[src/rtl/add_flag_unit.sv]
module add_flag_unit #(
  parameter int DW = 32,
  parameter int IW = 16
) (
  input  logic          clk_i,
  input  logic          rst_i,
  input  logic          valid_i,
  input  logic [1:0]    op_i,
  input  logic [DW-1:0] opa_i,
  input  logic [DW-1:0] opb_i,
  input  logic [IW-1:0] imm_i,
  input  logic          ovf_exc_en_i,
  output logic [DW-1:0] result_o,
  output logic          carry_o,
  output logic          ovf_o,
  output logic          range_exc_o
);

  localparam int EXT = DW - IW;

  logic [DW-1:0] rhs;
  logic          cin;
  logic [DW:0]   full;
  logic          sovf;

  assign rhs  = op_i[1] ? {{EXT{imm_i[IW-1]}}, imm_i} : opb_i;
  assign cin  = op_i[0] & carry_o;
  assign full = {1'b0, opa_i} + {1'b0, rhs} + {{DW{1'b0}}, cin};
  assign sovf = (opa_i[DW-1] == rhs[DW-1]) && (full[DW-1] != opa_i[DW-1]);

  always_ff @(posedge clk_i) begin
    if (rst_i) begin
      result_o    <= '0;
      carry_o     <= 1'b0;
      ovf_o       <= 1'b0;
      range_exc_o <= 1'b0;
    end else begin
      range_exc_o <= valid_i & ovf_exc_en_i & sovf;
      if (valid_i) begin
        result_o <= full[DW-1:0];
        carry_o  <= full[DW];
        ovf_o    <= sovf;
      end
    end
  end

  assert_reset_clears_R1: assert property (@(posedge clk_i)
    rst_i |=> (result_o == '0 && !carry_o && !ovf_o && !range_exc_o));

  assert_plain_reg_R2: assert property (@(posedge clk_i) disable iff (rst_i)
    (valid_i && op_i == 2'b00) |=> result_o == $past(opa_i + opb_i));

  assert_carry_reg_R3: assert property (@(posedge clk_i) disable iff (rst_i)
    (valid_i && op_i == 2'b01) |=>
      result_o == $past(opa_i + opb_i + {{(DW-1){1'b0}}, carry_o}));

  assert_exc_with_ovf_R8: assert property (@(posedge clk_i) disable iff (rst_i)
    range_exc_o |-> ovf_o);

  assert_exc_enabled_R9: assert property (@(posedge clk_i) disable iff (rst_i)
    range_exc_o |-> ($past(valid_i) && $past(ovf_exc_en_i)));

  assert_idle_hold_R10: assert property (@(posedge clk_i) disable iff (rst_i)
    !valid_i |=> ($stable(result_o) && $stable(carry_o) && $stable(ovf_o) && !range_exc_o));

endmodule

[config.mk]
export PLATFORM = sky130hd
export DESIGN_NAME = add_flag_unit
export DESIGN_NICKNAME = d
export VERILOG_FILES = /design/src/rtl/add_flag_unit.sv
export SDC_FILE = /design/constraint.sdc
export NUM_CORES = 1
export LEC_CHECK = 0
export ABC_AREA = 0
export BUFFER_PORTS_ARGS = -buffer_cell sky130_fd_sc_hd__buf_2
export CAP_MARGIN = 20
export CORE_ASPECT_RATIO = 0.8
export CORE_MARGIN = 8
export CORE_UTILIZATION = 55
export CTS_CLUSTER_DIAMETER = 100
export DETAILED_ROUTE_END_ITERATION = 8
export PLACE_DENSITY_LB_ADDON = 0.08
export SETUP_SLACK_MARGIN = 0.2
export SYNTH_ARGS = -nofsm -noshare
export SYNTH_HDL_FRONTEND = slang
export SYNTH_SLANG_ARGS = --single-unit
[constraint.sdc]
create_clock -name clk_i -period 9.2 [get_ports clk_i]
set_input_delay 0.46 -clock clk_i [delete_from_list [all_inputs] [get_ports clk_i]]
set_output_delay 0.46 -clock clk_i [all_outputs]
set_load 0.01 [all_outputs]
# Yosys cells after proc, flatten, opt, wreduce, memory -nomap -nowiden
# Index checks and enable logic that the tools add are counted.
# classes
reduce_logical	1
bitwise	3
add_sub_neg	2
mux	1
eq_ne	2
# op_table
op	n
adder 32 x 32 -> 33 bit	1
adder 33 x 1 -> 33 bit	1
two-way mux 32 bit	1
AND 1 bit	3
== test 1 bit	1
logical AND 1 bit	1
!= test 1 bit	1
# word_totals
wordCells	13
register_bits	35
in_bits	86

# Depth between registers and ports, before layout
# logic_depth
depth_word	6
depth_mapped	14
ltp_nobuf	11

# Least setup slack after synthesis
# Ideal clock, no wire load.
# synth_path
path_kind	input-to-reg
startpoint	in op_i[1]
endpoint	reg result_o[20]
t_required_ns	9.080
stages	13
n_path_buf	2
setup_slack_ns	5.636
t_arrival_ns	3.444
setup_ns	0.120
path_cell_list	clkbuf_1 -> clkbuf_1 -> mux2i_1 -> fa_1 -> fa_1 -> nor2b_1 -> o2111ai_1 -> a2111o_1 -> a21boi_0 -> o21ai_1 -> a21oi_1 -> nor3_1 -> a211o_1
# synth_via
elab_chain_cells	3
# synth_lines
element	line	source
from (decl)	8	input logic [1:0] op_i,
two-way mux 32 bit	26	assign rhs = op_i[1] ? {{EXT{imm_i[IW-1]}}, imm_i} : opb_i;
adder 32 x 32 -> 33 bit	28	assign full = {1'b0, opa_i} + {1'b0, rhs} + {{DW{1'b0}}, cin};
adder 33 x 1 -> 33 bit	28	
to (signal assigned)	40	result_o <= full[DW-1:0];
to (decl)	13	output logic [DW-1:0] result_o,
# No other way between the ends.
# A chain may end at the register's enable or synchronous reset.

# Worst setup path in the final report
# Ends and elaborated chain as after synthesis.

==> run summary <==
status: complete, no violations
Power Total: 0.5492 mW
final period utilization: 39.99%
most common cell in the netlist: o21ai_0
Post-CTS Resized: 0
drt wl/cell: 16.86 um
# rows: 25
nets: 655
layout cells sized above 1: 28.12%
storage element area: 700.7 sq um
fin. max-slew vios: 0
Fin. Hold Viols: 0
Setup Total Neg Slack: 0 ns
setup ws final: 5.521 ns
synth top area cells: dfxtp_1 21%, ha_1 12%, o21ai_0 6.0%
FILL cells: 525
Critical Path Source: op_i[1]
Max transition margin: 46.18%
max-cap violations: 0
vias per cell: 5.807
die span in y: 85.67 um
DP HPWL: 8.358 mm
total track usage: 23.23%
Least-Margin Pin Slew: 0.8064 ns
top-area cell type share of the netlist area: 21.00%
post-synthesis area per instance: 7.707 sq um
post-route insts no fill: 618
hold wc startpoint: ovf_exc_en_i
Hold Path Class: in2reg
pre-CTS WS: 5.286 ns
Critical Path AT: 3.87 ns
footprint of the multi-input gates: 0.002410 sq mm
initial antenna violation count: 0
Async SR Flop Fraction: 0%
CTS root buf: clkbuf_8
Post-synth EDFFs: 0
Cells after Synth: 433
grt total ovfl: 0
unique cell type count in the Yosys netlist: 68
I/O Buffers: 120
reg2reg setup slack: 5.87 ns
CTS H-tree depth: 2
drt pass-1 iters: 5
Synth area leader: dfxtp_1
Syn-to-layout area delta: 20.40%
min Tclk post-route: 3.679 ns
#FFs+latches synth: 35
io pins: 121
vias: 3,589
Worst setup EP type: flip-flop
number of setup violations in the final report: 0
Highest Clock Rate: 271.8 MHz
CTS clk-pin slew, worst paths: 0.08 ns
largest net degree at the start of global routing: 44
total CTS buffers: 5
R2R Path Start: carry_o
Die W: 103.1 um
Synth Flop Type: dfxtp_1
Synth Cell Area: 0.003337 sq mm
Clk Latency, worst-skew pair: 0.29 ns
n_diodes: 0
CTS Sinks: 35
core area: 0.005881 sq mm
CTS max path bufs: 2
drt total wl: 10.42 mm
first-pass GRT wire length: 16.48 mm
yosys warns: 0
cell area power density: 136.7 mW/mm^2
die area: 0.008831 sq mm
placed cells: 610
Starting DRT DRC Count: 310
Syn Nets: 552
Remaining DRCs: 0
Clock Skew: 0.01268 ns
CP startpoint kind: primary input
commonest cells in the synthesized netlist: 40 x o21ai_0, 38 x nor2_1, 36 x nand2_1, 35 x dfxtp_1, 32 x inv_1
initial core utilization: 56.74%
VDD IR max: 0.08066 mV
Setup Fix Bufs, Post-CTS: 0
share of the yosys chip area belonging to registers: 21.00%
leak pwr: 1.978 nW
vias in the first global route: 3,279
Worst Path Required: 9.39 ns
CTS tree: yes
CTS Hold Bufs: 0
routability cong.: 0.9723
Worst Setup Path Type: in2reg
RSZ-0062 raised after global routing: false
post-route antenna net violation count: 0
Crit Path Max Fanout: 33
==> metrics by stage <==
| stage | cell area, sq um | utilization [%] | hold slack [ns] |
|---|---|---|---|
| final | 4018 | 68.32 | 0.3883 |
| after floorplan | 3337 | - | 0.4762 |
| after global routing | 4018 | 68.32 | 0.4175 |
| after global placement | 3933 | 66.87 | 0.4350 |
| after CTS | 4018 | 68.32 | 0.3923 |
| after detailed placement | 3933 | 66.87 | 0.4395 |
==> path summary, 6_finish.rpt <==
path / to / cells after the start
setup / recovery: result_o[20] / 12
hold / removal: range_exc_o / 3
setup reg to reg: result_o[20] / 11
hold reg to reg: result_o[28] / 2
==> registers in the layout (all words and copies together), names as in the netlist <==
| name | flops |
|---|---|
| result_o | 32 |
| carry_o | 1 |
| ovf_o | 1 |
| range_exc_o | 1 |
==> placed cells by master (no fill, tap or decap), drive strengths merged, types with 3 or more instances in the layout <==
cell	Yosys	routed
buf	8	120
o21ai	42	42
nor2	38	38
nand2	36	36
dfxtp	35	35
inv	32	32
ha	31	31
a21oi	24	24
mux2i	13	13
mux2	13	13
nor3	13	13
a21o	10	10
xor2	10	10
a211oi	10	10
xnor2	9	9
nand3	8	8
o22ai	7	7
clkbuf	16	6
a31oi	5	5
and2	5	5
nand4	4	4
o21a	4	4
a211o	4	4
a21boi	4	4
o31ai	4	4
a2111oi	3	3
nand2b	3	3
nor3b	3	3
or3	3	3
nor2b	3	3
==> where the power goes <==
part / switching [mW] / total (mW) / internal, mW
Combinational: 0.146 / 0.255 / 0.109
Sequential: 0.00957 / 0.180 / 0.170
Clock: 0.0615 / 0.114 / 0.0530
Total: 0.217 / 0.549 / 0.332
==> layout make-up <==
class | count | share of cell area [%]
clock buffer | 6 | 1.806
inverter | 32 | 2.990
clock inverter | 2 | 0.3114
sequential | 35 | 17.44
timing repair buffer | 120 | 14.95
tap | 81 | 2.523
multi-input combinational | 342 | 59.98
==> worst max-delay path, cell delays in order <==
cell and delay (ns):
buf_2 0.48, mux2i_1 0.21, fa_1 0.50, fa_1 0.45, nor2b_1 0.17, o2111ai_1 0.18, a2111o_1 0.50, a21boi_0 0.27
o21ai_1 0.11, a21oi_1 0.19, nor3_1 0.08, a211o_1 0.28
==> cell families after synthesis <==
kind of cell | count (synthesis) | share of synthesized area, %
multiplexers | 26 | 8.286
XOR/XNOR | 19 | 4.987
AO/OA/AOI/OAI | 137 | 27.82
flip-flops | 35 | 21.00
adder cells (fa/ha/maj) | 33 | 12.82
AND/OR/NAND/NOR | 127 | 18.30
buffers and inverters | 56 | 6.787
==> metal layers <==
layer  vias up  part of all wire, %  track usage (%)
met2       169                   40            32.36
met1      1627                   50            35.74
met3         9                  9.2            3.560
met5         -                    0                0
li1       1784                    -                -
met4         0                 0.93            4.718
Power figures use the tool's default switching activity.
